<file path="src/rtl/dws_pkg.sv">
// Package: shared types for the DMA width conversion sequencer.
// Assumes a 16-bit data path split into 8-bit lanes.
package dws_pkg;
    localparam int LANE_W = 8;
    localparam int LANES  = 2;
    localparam int DATA_W = LANE_W * LANES;

    typedef enum logic [2:0] {
        ST_IDLE,
        ST_READ,
        ST_WRITE,
        ST_DONE,
        ST_FAULT
    } dws_state_e;

    typedef struct packed {
        logic src_wide;
        logic dst_wide;
        logic half;
        logic big_end;
    } dws_mode_t;
endpackage

</file>
<file path="src/rtl/dws_addr_check.sv">
// Module: dws_addr_check
// Decides, combinationally, whether a request must be refused.
// Refusal causes: an address on a reserved page range, or a peripheral
// endpoint whose register width differs from the transfer size.
// Assumes the page tag is the address bits above PAGE_W.
module dws_addr_check
    import dws_pkg::*;
#(
    parameter int ADDR_W   = 28,
    parameter int PAGE_W   = 12,
    parameter int BAD_TAG  = 'h3FFF,
    parameter int PERI_TAG = 'hFFFF
) (
    input  logic [ADDR_W-1:0] src_addr_i,
    input  logic [ADDR_W-1:0] dst_addr_i,
    input  dws_mode_t         mode_i,
    output logic              fault_o
);
    localparam int TAG_W = ADDR_W - PAGE_W;
    localparam logic [TAG_W-1:0] BAD_T  = TAG_W'(BAD_TAG);
    localparam logic [TAG_W-1:0] PERI_T = TAG_W'(PERI_TAG);

    logic src_bad, dst_bad, src_peri, dst_peri, src_size_bad, dst_size_bad;

    // Classify each endpoint by its page tag.
    always_comb begin
        src_bad  = (src_addr_i[ADDR_W-1:PAGE_W] == BAD_T);
        dst_bad  = (dst_addr_i[ADDR_W-1:PAGE_W] == BAD_T);
        src_peri = (src_addr_i[ADDR_W-1:PAGE_W] == PERI_T);
        dst_peri = (dst_addr_i[ADDR_W-1:PAGE_W] == PERI_T);
    end

    // Peripheral registers must be accessed at their own width.
    always_comb begin
        src_size_bad = src_peri && (mode_i.half != mode_i.src_wide);
        dst_size_bad = dst_peri && (mode_i.half != mode_i.dst_wide);
        fault_o      = src_bad || dst_bad || src_size_bad || dst_size_bad;
    end
endmodule

</file>
<file path="src/rtl/dws_plan.sv">
// Module: dws_plan
// Derives the cycle shape of each phase from the latched mode: whether a
// phase uses both lanes in one cycle, or takes two byte cycles.
// Assumes bus widths of 8 or 16 bits only.
module dws_plan
    import dws_pkg::*;
(
    input  dws_mode_t mode_i,
    output logic      rd_full_o,
    output logic      rd_split_o,
    output logic      wr_full_o,
    output logic      wr_split_o
);
    // A halfword on a wide side is one cycle; on a narrow side it is two.
    always_comb begin
        rd_full_o  = mode_i.half &&  mode_i.src_wide;
        rd_split_o = mode_i.half && !mode_i.src_wide;
        wr_full_o  = mode_i.half &&  mode_i.dst_wide;
        wr_split_o = mode_i.half && !mode_i.dst_wide;
    end
endmodule

</file>
<file path="src/rtl/dws_hold.sv">
// Module: dws_hold
// Holding register between read and write phases. A full capture loads
// every lane; a byte capture loads read lane 0 into the selected lane.
// Assumes cap_lane_i indexes lanes 0..LANES-1.
module dws_hold
    import dws_pkg::*;
(
    input  logic              clk,
    input  logic              rst_n,
    input  logic              cap_en_i,
    input  logic              cap_full_i,
    input  logic              cap_lane_i,
    input  logic [DATA_W-1:0] rdata_i,
    output logic [DATA_W-1:0] hold_o
);
    for (genvar g = 0; g < LANES; g++) begin : g_lane
        logic [LANE_W-1:0] lane_q;

        // Load this lane from its own bus lane or from bus lane 0.
        always_ff @(posedge clk) begin
            if (!rst_n) begin
                lane_q <= '0;
            end else if (cap_en_i) begin
                if (cap_full_i) begin
                    lane_q <= rdata_i[g*LANE_W +: LANE_W];
                end else if (cap_lane_i == 1'(g)) begin
                    lane_q <= rdata_i[LANE_W-1:0];
                end
            end
        end

        assign hold_o[g*LANE_W +: LANE_W] = lane_q;
    end
endmodule

</file>
<file path="src/rtl/dws_ctrl.sv">
// Module: dws_ctrl
// Phase sequencer: accepts a start when idle, latches the request, walks
// the read cycles then the write cycles, each held until acknowledged,
// and drives the bus fields for the current cycle.
// Assumes the planner and hold register are fed from its latched state.
module dws_ctrl
    import dws_pkg::*;
#(
    parameter int ADDR_W = 28
) (
    input  logic              clk,
    input  logic              rst_n,
    input  logic              start_i,
    input  logic              fault_i,
    input  logic [ADDR_W-1:0] src_addr_i,
    input  logic [ADDR_W-1:0] dst_addr_i,
    input  dws_mode_t         mode_i,
    input  logic              rd_full_i,
    input  logic              rd_split_i,
    input  logic              wr_full_i,
    input  logic              wr_split_i,
    input  logic [DATA_W-1:0] hold_i,
    input  logic              bus_ack_i,
    output dws_mode_t         mode_q_o,
    output logic              cap_en_o,
    output logic              cap_full_o,
    output logic              cap_lane_o,
    output logic              bus_req_o,
    output logic              bus_we_o,
    output logic [ADDR_W-1:0] bus_addr_o,
    output logic [DATA_W-1:0] bus_wdata_o,
    output logic [LANES-1:0]  bus_lane_en_o,
    output logic              bus_hi_oe_o,
    output logic              done_o,
    output logic              err_o,
    output logic              busy_o
);
    dws_state_e        state_q, state_d;
    logic              idx_q, idx_d;
    dws_mode_t         mode_q;
    logic [ADDR_W-1:0] src_q, dst_q;
    logic              byte_sel;
    logic [LANE_W-1:0] wr_byte;

    // Next-state and byte-index logic.
    always_comb begin
        state_d = state_q;
        idx_d   = idx_q;
        unique case (state_q)
            ST_IDLE: begin
                if (start_i) begin
                    state_d = fault_i ? ST_FAULT : ST_READ;
                    idx_d   = 1'b0;
                end
            end
            ST_READ: begin
                if (bus_ack_i) begin
                    if (rd_split_i && !idx_q) begin
                        idx_d = 1'b1;
                    end else begin
                        idx_d   = 1'b0;
                        state_d = ST_WRITE;
                    end
                end
            end
            ST_WRITE: begin
                if (bus_ack_i) begin
                    if (wr_split_i && !idx_q) begin
                        idx_d = 1'b1;
                    end else begin
                        idx_d   = 1'b0;
                        state_d = ST_DONE;
                    end
                end
            end
            ST_DONE:  state_d = ST_IDLE;
            ST_FAULT: state_d = ST_IDLE;
            default:  state_d = ST_IDLE;
        endcase
    end

    // State and index registers.
    always_ff @(posedge clk) begin
        if (!rst_n) begin
            state_q <= ST_IDLE;
            idx_q   <= 1'b0;
        end else begin
            state_q <= state_d;
            idx_q   <= idx_d;
        end
    end

    // Latch the request parameters when a start is taken.
    always_ff @(posedge clk) begin
        if (!rst_n) begin
            mode_q <= '0;
            src_q  <= '0;
            dst_q  <= '0;
        end else if (state_q == ST_IDLE && start_i) begin
            mode_q <= mode_i;
            src_q  <= src_addr_i;
            dst_q  <= dst_addr_i;
        end
    end

    // Lane of the holding register that the current byte cycle uses.
    always_comb begin
        byte_sel = idx_q ^ mode_q.big_end;
        wr_byte  = hold_i[LANE_W-1:0];
        if (wr_split_i) begin
            wr_byte = byte_sel ? hold_i[2*LANE_W-1:LANE_W] : hold_i[LANE_W-1:0];
        end
    end

    // Capture controls toward the holding register.
    always_comb begin
        cap_en_o   = (state_q == ST_READ) && bus_ack_i;
        cap_full_o = rd_full_i;
        cap_lane_o = rd_split_i ? byte_sel : 1'b0;
    end

    // Bus cycle fields for the current state.
    always_comb begin
        bus_req_o     = (state_q == ST_READ) || (state_q == ST_WRITE);
        bus_we_o      = (state_q == ST_WRITE);
        bus_addr_o    = '0;
        bus_wdata_o   = '0;
        bus_lane_en_o = '0;
        bus_hi_oe_o   = 1'b0;
        if (state_q == ST_READ) begin
            bus_addr_o    = src_q + ADDR_W'(idx_q);
            bus_lane_en_o = rd_full_i ? '1 : LANES'(1);
        end else if (state_q == ST_WRITE) begin
            bus_addr_o    = dst_q + ADDR_W'(idx_q);
            bus_lane_en_o = wr_full_i ? '1 : LANES'(1);
            bus_hi_oe_o   = wr_full_i;
            bus_wdata_o   = wr_full_i ? hold_i : {{(DATA_W-LANE_W){1'b0}}, wr_byte};
        end
    end

    // Status decode.
    always_comb begin
        done_o   = (state_q == ST_DONE);
        err_o    = (state_q == ST_FAULT);
        busy_o   = (state_q != ST_IDLE);
        mode_q_o = mode_q;
    end
endmodule

</file>
<file path="src/rtl/dma_width_seq.sv">
// Module: dma_width_seq
// Top of the DMA width conversion sequencer: one transfer unit per start,
// with split/merge across 8/16-bit buses, endian byte ordering and
// refusal of reserved or mis-sized peripheral requests.
// Assumes a single outstanding bus cycle, completed by bus_ack_i.
module dma_width_seq
    import dws_pkg::*;
#(
    parameter int ADDR_W   = 28,
    parameter int PAGE_W   = 12,
    parameter int BAD_TAG  = 'h3FFF,
    parameter int PERI_TAG = 'hFFFF
) (
    input  logic              clk,
    input  logic              rst_n,
    input  logic              start_i,
    input  logic [ADDR_W-1:0] src_addr_i,
    input  logic [ADDR_W-1:0] dst_addr_i,
    input  logic              src_wide_i,
    input  logic              dst_wide_i,
    input  logic              size_half_i,
    input  logic              big_end_i,
    output logic              bus_req_o,
    output logic              bus_we_o,
    output logic [ADDR_W-1:0] bus_addr_o,
    output logic [15:0]       bus_wdata_o,
    output logic [1:0]        bus_lane_en_o,
    output logic              bus_hi_oe_o,
    input  logic [15:0]       bus_rdata_i,
    input  logic              bus_ack_i,
    output logic              done_o,
    output logic              err_o,
    output logic              busy_o
);
    dws_mode_t         mode_in, mode_q;
    logic              fault;
    logic              rd_full, rd_split, wr_full, wr_split;
    logic              cap_en, cap_full, cap_lane;
    logic [DATA_W-1:0] hold;

    // Pack the request mode.
    always_comb begin
        mode_in.src_wide = src_wide_i;
        mode_in.dst_wide = dst_wide_i;
        mode_in.half     = size_half_i;
        mode_in.big_end  = big_end_i;
    end

    dws_addr_check #(
        .ADDR_W  (ADDR_W),
        .PAGE_W  (PAGE_W),
        .BAD_TAG (BAD_TAG),
        .PERI_TAG(PERI_TAG)
    ) u_check (
        .src_addr_i(src_addr_i),
        .dst_addr_i(dst_addr_i),
        .mode_i    (mode_in),
        .fault_o   (fault)
    );

    dws_plan u_plan (
        .mode_i    (mode_q),
        .rd_full_o (rd_full),
        .rd_split_o(rd_split),
        .wr_full_o (wr_full),
        .wr_split_o(wr_split)
    );

    dws_hold u_hold (
        .clk       (clk),
        .rst_n     (rst_n),
        .cap_en_i  (cap_en),
        .cap_full_i(cap_full),
        .cap_lane_i(cap_lane),
        .rdata_i   (bus_rdata_i),
        .hold_o    (hold)
    );

    dws_ctrl #(
        .ADDR_W(ADDR_W)
    ) u_ctrl (
        .clk          (clk),
        .rst_n        (rst_n),
        .start_i      (start_i),
        .fault_i      (fault),
        .src_addr_i   (src_addr_i),
        .dst_addr_i   (dst_addr_i),
        .mode_i       (mode_in),
        .rd_full_i    (rd_full),
        .rd_split_i   (rd_split),
        .wr_full_i    (wr_full),
        .wr_split_i   (wr_split),
        .hold_i       (hold),
        .bus_ack_i    (bus_ack_i),
        .mode_q_o     (mode_q),
        .cap_en_o     (cap_en),
        .cap_full_o   (cap_full),
        .cap_lane_o   (cap_lane),
        .bus_req_o    (bus_req_o),
        .bus_we_o     (bus_we_o),
        .bus_addr_o   (bus_addr_o),
        .bus_wdata_o  (bus_wdata_o),
        .bus_lane_en_o(bus_lane_en_o),
        .bus_hi_oe_o  (bus_hi_oe_o),
        .done_o       (done_o),
        .err_o        (err_o),
        .busy_o       (busy_o)
    );
endmodule

</file>
<file path="config.mk">
export PLATFORM = sky130hd
export DESIGN_NAME = dma_width_seq
export DESIGN_NICKNAME = d
export VERILOG_FILES = /design/src/rtl/dws_pkg.sv /design/src/rtl/dws_addr_check.sv /design/src/rtl/dws_plan.sv /design/src/rtl/dws_hold.sv /design/src/rtl/dws_ctrl.sv /design/src/rtl/dma_width_seq.sv
export SDC_FILE = /design/constraint.sdc
export NUM_CORES = 1
export LEC_CHECK = 0
export ABC_AREA = 1
export BUFFER_PORTS_ARGS = -buffer_cell sky130_fd_sc_hd__buf_4
export CELL_PAD_IN_SITES_DETAIL_PLACEMENT = 0
export CELL_PAD_IN_SITES_GLOBAL_PLACEMENT = 2
export CORE_UTILIZATION = 29
export DETAILED_ROUTE_END_ITERATION = 6
export GPL_ROUTABILITY_DRIVEN = 0
export GPL_TIMING_DRIVEN = 0
export HOLD_SLACK_MARGIN = 0.1
export PLACE_DENSITY_LB_ADDON = 0.1
export SYNTH_ARGS = -nofsm -noshare
export SYNTH_HDL_FRONTEND = slang
export SYNTH_SLANG_ARGS = --single-unit
</file>
<file path="constraint.sdc">
create_clock -name clk -period 3.4 [get_ports clk]
set_clock_uncertainty 0.15 [all_clocks]
set_input_delay 0.17 -clock clk [delete_from_list [all_inputs] [get_ports clk]]
set_output_delay 0.17 -clock clk [all_outputs]
set_load 0.02 [all_outputs]
</file>
=== Word level (Yosys, flattened, before mapping) ===
Index checks and enable logic that the tools add are counted.

* Bits in registers: 80
* Input port bits: 80
* Output and inout bits: 52
* Logic and storage cells: 85

* Add/sub/neg operators: 2
* Eq/ne operators: 16
* Multiplexer cells: 31
* Bitwise logic cells: 1
* Reductions and logical operators: 25

{| class="wikitable"
|+ Operator list
! cell !! count
|-
| adder 28 x 1 -> 28 bit || 2
|-
| 2-to-1 mux 28 bit || 2
|-
| 2-to-1 mux 16 bit || 3
|-
| 2-to-1 mux 8 bit || 6
|-
| equality test 16 x 14 -> 1 bit (second input constant) || 2
|-
| equality test 16 bit (second input constant) || 2
|-
| 2-to-1 mux 3 bit || 6
|-
| logical AND 1 bit || 10
|-
| one-hot mux 3 bit (3 select lines) || 1
|-
| 2-to-1 mux 1 bit || 8
|-
| 2-to-1 mux 2 bit || 4
|-
| != test 2 bit (second input constant) || 4
|-
| equality test 3 x 2 -> 1 bit (second input constant) || 2
|-
| nonzero test 3 bit || 2
|-
| AND reduction 5 bit || 1
|-
| logical OR 1 bit || 4
|-
| != test 2 x 1 -> 1 bit (second input constant) || 2
|-
| AND reduction 2 bit || 2
|-
| AND reduction 4 bit || 1
|-
| equality test 3 x 1 -> 1 bit (second input constant) || 1
|-
| equality test 3 bit (second input constant) || 1
|-
| logical NOT 1 bit || 3
|-
| logical NOT 3 bit || 1
|-
| one-hot mux 1 bit (3 select lines) || 1
|-
| other kinds (3) || 4
|}

=== Longest topological paths before layout ===
* Depth in word-level cells: 7
* Depth in mapped cells: 11
* Gate-level depth less buffers: 11

=== By module ===
From an unflattened synthesis, not the netlist that was laid out.

* Cell total of the unflattened synthesis: 936
* Area total of the unflattened synthesis: 5400.2 um^2

{| class="wikitable"
|+ Modules (own cells, without submodules)
! module !! times used !! cells each !! area an instance (um^2)
|-
| dws_ctrl || 1 || 764 || 4418.0
|-
| dws_hold || 1 || 122 || 779.5
|-
| dws_addr_check || 1 || 43 || 176.4
|-
| dws_plan || 1 || 7 || 26.3
|}

=== Least setup slack after synthesis ===
Ideal clock, no wire load.

* Kind: register -> output
* Start: reg u_ctrl.idx_q
* End: out bus_addr_o[16]
* Data arrival time: 1.776 ns
* Path slack: 1.304 ns
* Cell stages (with the launch flop): 9
* Buffers on the path: 0
* Path through: dfxtp_1 ha_1 ha_1 nand3_1 inv_2 nand2_1 nor2_1 xor2_1 o21ai_0

* Word-level cells in the longest chain between the ends: 3
* Elaborated cells between the ends (all ways): 4
* Classes of those cells: 2 x add/sub; 2 x mux

{| class="wikitable"
|+ RTL lines
! item !! RTL line !! source
|-
| start, declared || dws_ctrl.sv:39 || <nowiki>logic idx_q, idx_d;</nowiki>
|-
| start signal, assigned || dws_ctrl.sv:89 || <nowiki>idx_q <= idx_d;</nowiki>
|-
| adder 28 x 1 -> 28 bit || dws_ctrl.sv:134 || <nowiki>bus_addr_o = dst_q + ADDR_W'(idx_q);</nowiki>
|-
| 2-to-1 mux 28 bit || dws_ctrl.sv:133 || <nowiki>end else if (state_q == ST_WRITE) begin</nowiki>
|-
| 2-to-1 mux 28 bit (*) || dws_ctrl.sv:130 || <nowiki>if (state_q == ST_READ) begin</nowiki>
|-
| end, declared || dma_width_seq.sv:25 || <nowiki>output logic [ADDR_W-1:0] bus_addr_o,</nowiki>
|}

Mark *: on every way between the ends. The rest lies on a longest branch, timed or not.

=== Final worst setup path ===
* Start: reg u_ctrl.idx_q
* End: out bus_addr_o[14]

The elaborated chain is that of the path after synthesis.

==> flow_metrics.tcl <==
set metrics [dict create \
    status "finished, final reports clean" \
    dp_cells 1245 \
    dpl_cell_area_um2 6500 \
    path_cells "ha_1 > ha_1 > nand2_1 > nor2_1 > nand2_1 > nor2_2 > nand2_1 > o211ai_1 > nand2_1 > buf_4" \
    yosysTopAreaCellShare 0.305 \
    synthesis.area_um2 5250 \
    ios 132 \
    rsz0062_at_grt "no" \
    drt-total-wl_um 22500 \
    ys_types 30 \
    power.leakage_nw 3.21 \
    power_density_nw_per_um2 572 \
    crit_top_cell "nand2_1" \
    die_y_um 137 \
    clock_latency_ns 0.35 \
    cts.sinks 80 \
    crit_type "reg -> out" \
    dieArea_um2 18600 \
    crit_path_start_kind "flop" \
    rrSetupSlack_ns 1.24 \
    cts_root_buf "clkbuf_16" \
    port_buffers 130 \
    grt_pass1_vias 6257 \
    synth_fp_nets 974 \
    max_cap_viol_count 0 \
    viasPerCell 4.80 \
    cpMaxStageDelayCell "dfxtp_1" \
    ys_seq_elements 80 \
    setup_viol 0 \
    drt_first_pass_iters 5 \
    fin_crit_ns 3.19 \
    drv_slew 0 \
    avgSynthCellArea_um2 5.90 \
    cp_max_fo 5 \
    antenna_cells 0 \
    wl_per_cell_um 16.6 \
    cts_buffer_depth 2 \
    netlist_instances 890 \
    cts.htree.levels 3 \
    fp-row-count 48 \
    grt_pass1_wl_um 34100 \
    ir_drop_mv 0.343 \
    fmax_mhz 314 \
    drive_gt1_frac 0.170 \
    ant_nets 0 \
    critPathMaxStageDelay_ns 0.46 \
    hp-class "in -> reg" \
    hold_viol 0 \
    core_um2 17500 \
    design_area_um2 7690 \
    synthToLayoutAreaGrowth_pct 46.6 \
    synth_area_leader_cell "dfxtp_1" \
    p_total_mw 4.40 \
    slew_headroom 0.552 \
    yosysWarnings 0 \
    drc 0 \
    fin_cells 1350 \
    worstPathArrival_ns 2.87 \
    yosys-top-cells-area "dfxtp_1 31%, nand2_1 16%, o21ai_0 9.2%" \
    clkSlewWorstSetupHoldPaths_ns 0.06 \
    nets 1204 \
    drt_iter0_drc 411 \
    cts_setup_buffers 0 \
    cts_buffers 9 \
    hpwl_um 17800 \
    fin_tns_setup_ns 0 \
    crit_path_end_kind "primary output" \
    grtUsageTotal 0.248 \
    worst_pin_slew_ns 0.672 \
    critPathRequiredTime_ns 3.08 \
    overflow 0 \
    final_core_util 0.440 \
    start_util 0.300 \
    grt_max_degree 14 \
    antenna_found_initial 0 \
    cts_tree "built" \
    num_vias 6474 \
    seq_area_frac_synth 0.305 \
    chipWidth_um 137 \
    finalCritPeriodShare 0.938 \
]
## power by group
part,switching [mW],total (mW),internal [mW]
registers,0.264,1.45,1.19
clock network,0.424,1.01,0.589
logic,1.21,1.94,0.728
total,1.90,4.40,2.50
## sequential cells by signal, indices dropped and copies added, names as in the netlist
name / cells
u_ctrl.dst_q: 28
u_ctrl.src_q: 28
u_hold.g_lane.lane_q: 16
u_ctrl.mode_q_o: 4
u_ctrl.state_q: 3
u_ctrl.idx_q: 1
## worst max-delay path, delay by kind of cell, from the launching register on
| family | cells | cell delay, ns |
|---|---|---|
| and+or+nand+nor | 6 | 0.85 |
| adders and majority gates | 2 | 0.65 |
| DFF | 1 | 0.46 |
| AOI/OAI and AO/OA | 1 | 0.39 |
| buffers and inverters | 1 | 0.17 |
## placed cells by master, fill, tap and decap left out, types with 4 or more instances in the layout
cell type,Yosys,layout
o21ai_1,25,25
buf_2,13,13
ha_1,4,4
inv_2,7,7
dlygate4sd3_1,0,89
nand3_1,66,66
buf_4,4,134
nor2_1,127,127
nor2_2,9,9
a21oi_1,80,80
clkbuf_16,0,9
xor2_1,8,8
inv_1,92,92
nand4_1,11,11
o21ai_0,96,96
clkbuf_1,10,11
nand2_1,229,229
dfxtp_1,80,80
buf_6,5,5
nor3_1,7,7
## path summary, 6_finish.rpt
path,from,endpoint,cells after the start
hold reg to reg,u_hold.g_lane[0].lane_q[1]$_SDFFE_PN0P_,u_hold.g_lane[0].lane_q[1]$_SDFFE_PN0P_,2
setup reg to reg,u_ctrl.state_q[0]$_SDFFE_PN0P_,u_ctrl.src_q[11]$_SDFFE_PN0P_,8
hold / removal,bus_rdata_i[13],u_hold.g_lane[1].lane_q[5]$_SDFFE_PN0P_,5
setup / recovery,u_ctrl.idx_q$_SDFFE_PN0P_,bus_addr_o[14],10
## through the flow
| stage | setup slack (ns) | hold slack, ns |
|---|---|---|
| floorplan | 1.30 | 0.155 |
| CTS | 0.177 | 0.106 |
| detailed placement | 0.553 | 0.249 |
| finish | 0.212 | 0.102 |
| global route | 0.000647 | 0.134 |
| global placement | 0.516 | 0.243 |
## cell usage after synthesis, drive strengths merged
cell type / instances
nand2: 230
or2: 2
nor2: 137
o31ai: 1
o22ai: 2
dfxtp: 80
o21ai: 121
a21oi: 81
a22o: 2
nand4: 11
o21bai: 1
clkbuf: 10
buf: 23
nand3: 68
o211ai: 2
inv: 99
xor2: 8
nor3: 8
ha: 4
## cells by family after synthesis
group / after synthesis / synth area share
xor gates and xnor gates: 8 / 0.0134
DFF: 80 / 0.305
adders and majority gates: 4 / 0.00954
buffers and inverters: 132 / 0.108
AOI/OAI and AO/OA: 210 / 0.205
and+or+nand+nor: 456 / 0.360
## what timing repair did
action                    4_1_cts  5_1_grt
hold buffers                   89        0
hold endpoints to repair       78        0
gates resized for setup         0        0
## area by class of cell
cell class                      instances  area, um^2
Buffer                                 33         193
Clock buffer                           11         243
Clock inverter                          5        56.3
Fill cell                            1957        9780
Inverter                               99         372
Multi-Input combinational cell        678        3080
Sequential cell                        80        1600
Tap cell                              225         282
Timing Repair Buffer                  219        1870
## per-layer routing
metal | up-vias | GRT usage | routed length (um)
met2 | 176 | 0.413 | 10400
li1 | 3364 | - | -
met1 | 2914 | 0.325 | 10500
met3 | 20 | 0.0385 | 1160
met4 | 0 | 0.0840 | 446
met5 | - | 0 | 0
(Power assumes the default switching activity.)
